$ cat src/rtl/tse_pkg.sv
package tse_pkg;
    localparam int PH_W     = 8;
    localparam int AMP_W    = 8;
    localparam int COEF_W   = 16;
    localparam int OP_W     = 2 * COEF_W;
    localparam int ACC_W    = 40;
    localparam int PH_HALF  = 1 << (PH_W - 1);
    localparam int PH_QTR   = 1 << (PH_W - 2);
    localparam int AMP_PEAK = (1 << (AMP_W - 1)) - 1;

    typedef logic        [PH_W-1:0]   phase_t;
    typedef logic signed [AMP_W-1:0]  amp_t;
    typedef logic signed [COEF_W-1:0] coef_t;
    typedef logic signed [OP_W-1:0]   op_t;
    typedef logic signed [ACC_W-1:0]  acc_t;

    typedef struct packed {
        logic v;
        logic first;
        logic last;
    } tag_t;

    // Parabolic half-wave sine, R2
    function automatic amp_t sine_lu(input phase_t p);
        int h;
        int m;
        h = int'(p[PH_W-2:0]);
        m = (h * (PH_HALF - h) * AMP_PEAK) / (PH_HALF * PH_HALF / 4);
        if (p[PH_W-1]) m = -m;
        return amp_t'(m);
    endfunction

    // Coefficient contents, R3
    function automatic coef_t coef_cos(input int k);
        return coef_t'(k * 7919 + 311);
    endfunction

    function automatic coef_t coef_sin(input int k);
        return coef_t'(k * 4093 + 2027);
    endfunction

    function automatic coef_t coef_wgt(input int k);
        return coef_t'(k * 911 + 5);
    endfunction
endpackage

$ cat src/rtl/tse_ctrl.sv
module tse_ctrl
    import tse_pkg::*;
#(
    parameter int N_TERMS    = 16,
    parameter int CNT_W      = $clog2(N_TERMS),
    parameter int PHASE_STEP = 13
) (
    input  logic             clk,
    input  logic             rst,
    input  logic             en,
    output logic             iss_v,
    output logic [CNT_W-1:0] iss_idx,
    output phase_t           iss_ph,
    output logic             iss_first,
    output logic             iss_last
);
    localparam logic [CNT_W-1:0] LAST_IDX = CNT_W'(N_TERMS - 1);
    localparam phase_t           STEP     = PH_W'(PHASE_STEP);

    typedef enum logic [0:0] {S_IDLE, S_ISSUE} st_t;

    st_t              st, st_nx;
    logic [CNT_W-1:0] cnt;
    phase_t           theta;
    phase_t           kx;

    // state register
    always_ff @(posedge clk) begin
        if (rst)     st <= S_IDLE;
        else if (en) st <= st_nx;
    end

    always_comb begin
        unique case (st)
            S_IDLE:  st_nx = S_ISSUE;
            S_ISSUE: st_nx = S_ISSUE;
        endcase
    end

    // term counter and base phase
    always_ff @(posedge clk) begin
        if (rst) begin
            cnt   <= '0;
            theta <= '0;
        end else if (en && st == S_ISSUE) begin
            if (cnt == LAST_IDX) begin
                cnt   <= '0;
                theta <= theta + STEP;
            end else begin
                cnt <= cnt + 1'b1;
            end
        end
    end

    // outputs
    always_comb begin
        kx        = PH_W'(cnt) + PH_W'(1);
        iss_v     = en && (st == S_ISSUE);
        iss_idx   = cnt;
        iss_ph    = kx * theta;
        iss_first = (cnt == '0);
        iss_last  = (cnt == LAST_IDX);
    end
endmodule

$ cat src/rtl/tse_trig.sv
module tse_trig
    import tse_pkg::*;
(
    input  logic   clk,
    input  logic   rst,
    input  logic   en,
    input  phase_t ph_i,
    output amp_t   cos_o,
    output amp_t   sin_o
);
    phase_t ph_q;

    always_ff @(posedge clk) begin
        if (rst) begin
            ph_q  <= '0;
            cos_o <= '0;
            sin_o <= '0;
        end else if (en) begin
            ph_q  <= ph_i;
            sin_o <= sine_lu(ph_q);
            cos_o <= sine_lu(ph_q + PH_W'(PH_QTR));
        end
    end
endmodule

$ cat src/rtl/tse_coef_rom.sv
module tse_coef_rom
    import tse_pkg::*;
#(
    parameter int N_TERMS = 16,
    parameter int CNT_W   = $clog2(N_TERMS)
) (
    input  logic             clk,
    input  logic             rst,
    input  logic             en,
    input  logic [CNT_W-1:0] addr_i,
    output op_t              opa_o,
    output op_t              opb_o
);
    coef_t rom_a [N_TERMS];
    coef_t rom_b [N_TERMS];
    coef_t rom_w [N_TERMS];
    coef_t a_q, b_q, w_q;

    for (genvar g = 0; g < N_TERMS; g++) begin : g_rom
        assign rom_a[g] = coef_cos(g + 1);
        assign rom_b[g] = coef_sin(g + 1);
        assign rom_w[g] = coef_wgt(g + 1);
    end

    always_ff @(posedge clk) begin
        if (rst) begin
            a_q   <= '0;
            b_q   <= '0;
            w_q   <= '0;
            opa_o <= '0;
            opb_o <= '0;
        end else if (en) begin
            a_q   <= rom_a[addr_i];
            b_q   <= rom_b[addr_i];
            w_q   <= rom_w[addr_i];
            opa_o <= OP_W'(a_q) * OP_W'(w_q);
            opb_o <= OP_W'(b_q) * OP_W'(w_q);
        end
    end
endmodule

$ cat src/rtl/tse_mac.sv
module tse_mac
    import tse_pkg::*;
(
    input  logic clk,
    input  logic rst,
    input  logic en,
    input  tag_t tag_i,
    input  op_t  opa_i,
    input  op_t  opb_i,
    input  amp_t cos_i,
    input  amp_t sin_i,
    output acc_t y_o,
    output logic y_valid_o
);
    acc_t pc, ps, sm, acc;
    tag_t t3, t4;

    always_ff @(posedge clk) begin
        if (rst) begin
            pc <= '0;
            ps <= '0;
            sm <= '0;
            t3 <= '0;
            t4 <= '0;
        end else if (en) begin
            pc <= ACC_W'(opa_i) * ACC_W'(cos_i);
            ps <= ACC_W'(opb_i) * ACC_W'(sin_i);
            t3 <= tag_i;
            sm <= pc + ps;
            t4 <= t3;
        end
    end

    // reload on first term, bypass to output on last term
    always_ff @(posedge clk) begin
        if (rst) begin
            acc       <= '0;
            y_o       <= '0;
            y_valid_o <= 1'b0;
        end else if (en) begin
            y_valid_o <= t4.v && t4.last;
            if (t4.v) begin
                acc <= t4.first ? sm : acc + sm;
                if (t4.last) y_o <= acc + sm;
            end
        end else begin
            y_valid_o <= 1'b0;
        end
    end
endmodule

$ cat src/rtl/trig_series_eval.sv
module trig_series_eval
    import tse_pkg::*;
#(
    parameter int N_TERMS    = 16,
    parameter int PHASE_STEP = 13
) (
    input  logic             clk,
    input  logic             rst,
    input  logic             en,
    output logic [ACC_W-1:0] y_data,
    output logic             y_valid
);
    localparam int CNT_W = $clog2(N_TERMS);

    logic             iss_v, iss_first, iss_last;
    logic [CNT_W-1:0] iss_idx;
    phase_t           iss_ph;
    amp_t             cos_v, sin_v;
    op_t              opa, opb;
    tag_t             tag1, tag2;
    acc_t             y_s;

    tse_ctrl #(.N_TERMS(N_TERMS), .CNT_W(CNT_W), .PHASE_STEP(PHASE_STEP)) u_ctrl (
        .clk(clk), .rst(rst), .en(en),
        .iss_v(iss_v), .iss_idx(iss_idx), .iss_ph(iss_ph),
        .iss_first(iss_first), .iss_last(iss_last)
    );

    tse_trig u_trig (
        .clk(clk), .rst(rst), .en(en),
        .ph_i(iss_ph), .cos_o(cos_v), .sin_o(sin_v)
    );

    tse_coef_rom #(.N_TERMS(N_TERMS), .CNT_W(CNT_W)) u_rom (
        .clk(clk), .rst(rst), .en(en),
        .addr_i(iss_idx), .opa_o(opa), .opb_o(opb)
    );

    // term tags follow the two-cycle lookup latency
    always_ff @(posedge clk) begin
        if (rst) begin
            tag1 <= '0;
            tag2 <= '0;
        end else if (en) begin
            tag1 <= '{v: iss_v, first: iss_first, last: iss_last};
            tag2 <= tag1;
        end
    end

    tse_mac u_mac (
        .clk(clk), .rst(rst), .en(en),
        .tag_i(tag2), .opa_i(opa), .opb_i(opb),
        .cos_i(cos_v), .sin_i(sin_v),
        .y_o(y_s), .y_valid_o(y_valid)
    );

    assign y_data = y_s;
endmodule

$ cat config.mk
export PLATFORM = sky130hd
export DESIGN_NAME = trig_series_eval
export DESIGN_NICKNAME = d
export VERILOG_FILES = /design/src/rtl/tse_pkg.sv /design/src/rtl/tse_ctrl.sv /design/src/rtl/tse_trig.sv /design/src/rtl/tse_coef_rom.sv /design/src/rtl/tse_mac.sv /design/src/rtl/trig_series_eval.sv
export SDC_FILE = /design/constraint.sdc
export NUM_CORES = 2
export LEC_CHECK = 0
export BUFFER_PORTS_ARGS = -buffer_cell sky130_fd_sc_hd__buf_2
export CAP_MARGIN = 25
export CELL_PAD_IN_SITES_DETAIL_PLACEMENT = 0
export CELL_PAD_IN_SITES_GLOBAL_PLACEMENT = 1
export CORE_ASPECT_RATIO = 0.75
export CORE_MARGIN = 10
export CORE_UTILIZATION = 44
export CTS_CLUSTER_DIAMETER = 200
export DETAILED_ROUTE_END_ITERATION = 7
export MAX_ROUTING_LAYER = met4
export PLACE_DENSITY_LB_ADDON = 0.1
export SLEW_MARGIN = 10
export SYNTH_ARGS = -nofsm -noshare
export SYNTH_HDL_FRONTEND = slang
export SYNTH_HIERARCHICAL = 1
export SYNTH_SLANG_ARGS = --single-unit
$ cat constraint.sdc
create_clock -name clk -period 11.1 [get_ports clk]
set_input_delay 2.22 -clock clk [delete_from_list [all_inputs] [get_ports clk]]
set_output_delay 2.22 -clock clk [all_outputs]
set_load 0.01 [all_outputs]
==> out/summary.txt <==
Status - finished clean
Req. time, crit path - 11.62 ns
Via count - 48200
Final setup violation count - 0
Hold depth - 2
Met1 Use GR - 32.7%
CTS buffer count - 43
GP Congestion - 0.855
Largest stage delay on the critical path - 0.54 ns
Initial antenna violation count - 13
Largest net degree at the start of global routing - 90
FF-to-FF path depth - 45
Via density - 5.16
Layout Utilization - 47.4%
Core area - 145000 um2
Clock transition at path regs - 0.08 ns
Kind of end point of the critical path - flip-flop
Pwr Density - 106 nW/um2
Max clock buf depth - 3
Share of layout cells above drive strength 1 - 5.75%
Slew Limit Headroom - 14.5%
H-tree Lvls - 2
Vias in the first global route - 49300
Pre-antenna DRT Iters - 7
GRT overflow - 0
Hold Path Origin - u_mac/y_o[33]
Antenna-violating nets left - 0
Final count of hold timing violations - 0
Hpwl dp - 139000 um
Initial core utilization - 44.2%
Worst reg-to-reg setup slack - 0.49 ns
Hold path endpoint - u_mac/y_o[33]
Clk sinks - 350
Drc violations - 0
GRT busiest layer - met1
Final net count - 9019
Sequential area share after synthesis - 10.9%
Reg2reg end - u_trig/sin_o[7]
Kind of critical path - flip-flop to flip-flop
Max Cap Violations - 0
Final Max Tran Viols - 0
Synth Warn # - 6
CP Launch Type - flip-flop
Die Span X - 460 um
Flops & latches, synth - 350
Synthesized area - 64000 um2
Top FF cell, synth - dfxtp_1
Worst-Margin Slew - 1.27 ns
Hold_ws - 0.449 ns
Pre-CTS WS - 0.0165 ns
Layout area overhead - 7.24%
GRT Overall Usage - 21.8%
Period utilisation layout - 95.6%
PortBufs - 43
Ports - 44
CTS tree - done
Total placed cells including tap cells - 9250
Clock root buffer - clkbuf_16
First-pass GRT wire length - 277000 um
Worst setup margin - 0.490 ns
Final Routed Wirelength - 171000 um
Die ar. - 161000 um2
LEAKAGE - 35.0 nW
Crit-path slowest cell - fa_1
Post-synthesis instance total - 7418
First DRT Iteration DRCs - 2882
Post-cts hold buffer count - 0
Wirelength per Cell - 18.3 um
R2R Path Start - u_trig/ph_q[2]
Worst skew pair latency - 0.64 ns
Min Tclk post-route - 10.61 ns
Asr flop ratio synth - 0%
M2 GR Usage - 32.5%
Cell variety after synth - 122
Final non-filler cell total - 9338
GRT met3 Usage - 2.66%
Post-synth EDFFs - 0
Final Total Pwr - 7.30 mW
Peak Freq - 94.3 MHz
Worst hold path type - flip-flop to flip-flop
Worst clock skew - 0.0320 ns
Worst-path fanout max - 11
FP Rows - 121
Die Span Y - 350 um
Syn Area/Cell - 8.63 um2
Crit path arrival time - 11.13 ns
VDD IR-drop max - 0.105 mV
Cell mode on critical path - fa_1
==> stage by stage <==
step | TNS [ns] | instance area (um2)
2_1_floorplan | 0 | 64100
3_3_place_gp | 0 | 66700
3_5_place_dp | 0 | 66700
4_1_cts | 0 | 68200
5_1_grt | -0.0750 | 68600
6_report | 0 | 68600
==> cell usage in the layout (no fill, tap or decap), types with 33 or more instances in the layout <==
master | Yosys | layout
and2_1 | 616 | 614
a31oi_1 | 33 | 33
mux2i_1 | 164 | 164
clkbuf_16 | 0 | 43
nand2_1 | 511 | 509
nand4_1 | 45 | 45
inv_1 | 1510 | 1510
a211oi_1 | 75 | 73
o211ai_1 | 35 | 35
o21bai_1 | 43 | 41
o21ai_0 | 191 | 190
nor2b_1 | 54 | 52
nor3_1 | 68 | 66
fa_1 | 1015 | 1015
dfxtp_1 | 350 | 348
nor2_1 | 483 | 481
buf_4 | 3 | 152
xnor2_1 | 181 | 177
xor2_1 | 114 | 110
ha_1 | 604 | 597
buf_2 | 11 | 41
a21o_1 | 148 | 148
a21oi_1 | 330 | 323
nand2b_1 | 48 | 46
nand3_1 | 81 | 80
==> cell usage after synthesis (8+ instances only) <==
cell / number / area share (%)
fa_1: 1015 / 32
or3_1: 26 / 0.25
nor4_1: 8 / 0.078
a211oi_1: 75 / 0.88
xor2_1: 114 / 1.6
nor3_1: 68 / 0.53
nand2b_1: 48 / 0.47
nand4_1: 45 / 0.44
o21ai_1: 32 / 0.25
mux2i_1: 164 / 2.6
nand3_1: 81 / 0.63
o211ai_1: 35 / 0.41
nor2b_1: 54 / 0.53
xnor2_1: 181 / 2.5
a21oi_1: 330 / 2.6
inv_1: 1510 / 8.9
dfxtp_1: 350 / 11
a21o_1: 148 / 1.7
clkbuf_1: 232 / 1.4
or2_2: 12 / 0.12
nor3b_1: 9 / 0.11
o21a_1: 31 / 0.36
o31ai_1: 20 / 0.23
nand2_1: 511 / 3.0
a21boi_0: 9 / 0.11
and4_1: 8 / 0.11
o21bai_1: 43 / 0.50
a311oi_1: 8 / 0.11
and2_1: 616 / 6.0
a31oi_1: 33 / 0.32
ha_1: 604 / 12
buf_2: 11 / 0.086
nand3b_1: 10 / 0.12
and3_1: 31 / 0.30
o21ai_0: 191 / 1.5
nor2_1: 483 / 2.8
buf_1: 30 / 0.18
==> area by class of cell <==
type | count | area [um2]
Inverter | 1515 | 5690
Multi-Input combinational cell | 5286 | 50600
Sequential cell | 350 | 7010
Antenna cell | 3 | 7.51
Clock buffer | 60 | 1210
Clock inverter | 17 | 259
Tap cell | 1906 | 2380
Fill cell | 14300 | 76300
Timing Repair Buffer | 201 | 1480
==> per-layer routing <==
metal | share of wire [%] | routed length (um)
met5 | 0 | 0
met4 | 0.94 | 1610
met1 | 52 | 88200
met3 | 4.4 | 7460
met2 | 43 | 73200
==> cell families after synthesis <==
family / synth area share (%)
AND/OR/NAND/NOR: 16.3
adder cells (fa/ha/maj): 43.6
other: 0.00586
XOR/XNOR: 4.25
AO/OA/AOI/OAI: 11.7
flip-flops: 10.9
multiplexers: 2.60
buffers and inverters: 10.7
==> repair_timing <==
action / CTS / global route
gates resized for setup: 3 / 63
buffers inserted: 0 / 6
pin swaps: 1 / 25
endpoints found under the setup margin: 3 / 13
==> worst max-delay path by stage <==
stage | depth (start not counted) | startpoint | end
floorplan | 49 | u_trig/ph_q[0] | u_trig/sin_o[6]
global placement | 47 | u_trig/ph_q[0] | u_trig/sin_o[6]
detailed placement | 46 | u_trig/ph_q[0] | u_trig/sin_o[7]
CTS | 47 | u_trig/ph_q[1] | u_trig/sin_o[6]
global route | 47 | u_trig/ph_q[1] | u_trig/sin_o[4]
finish | 45 | u_trig/ph_q[2] | u_trig/sin_o[7]
==> worst max-delay path: cells and delay by family (launching register included) <==
| kind | cells | cell delay [ns] |
|---|---|---|
| fa+ha+maj | 12 | 4.99 |
| buf+inv | 12 | 1.34 |
| xor+xnor | 3 | 0.51 |
| compound gates | 9 | 1.51 |
| simple gates | 9 | 1.76 |
| flops | 1 | 0.34 |
==> registers in the layout, indices dropped and copies added (netlist names), 11 cells and up <==
signal and cells:
u_mac/ps 40, u_mac/sm 40, u_rom/b_q 11, u_rom/opb_o 31
u_rom/opa_o 32, u_rom/w_q 12, u_mac/y_o 40, u_mac/acc 40
u_rom/a_q 14, u_mac/pc 40
==> report_power, final <==
group          internal, mW  switching (mW)  leakage [nW]
Clock                 0.882           0.648         0.713
Combinational          1.67            2.53          31.4
Sequential             1.39           0.176          2.85
Total                  3.95            3.35          35.0
(Power assumes the default switching activity.)
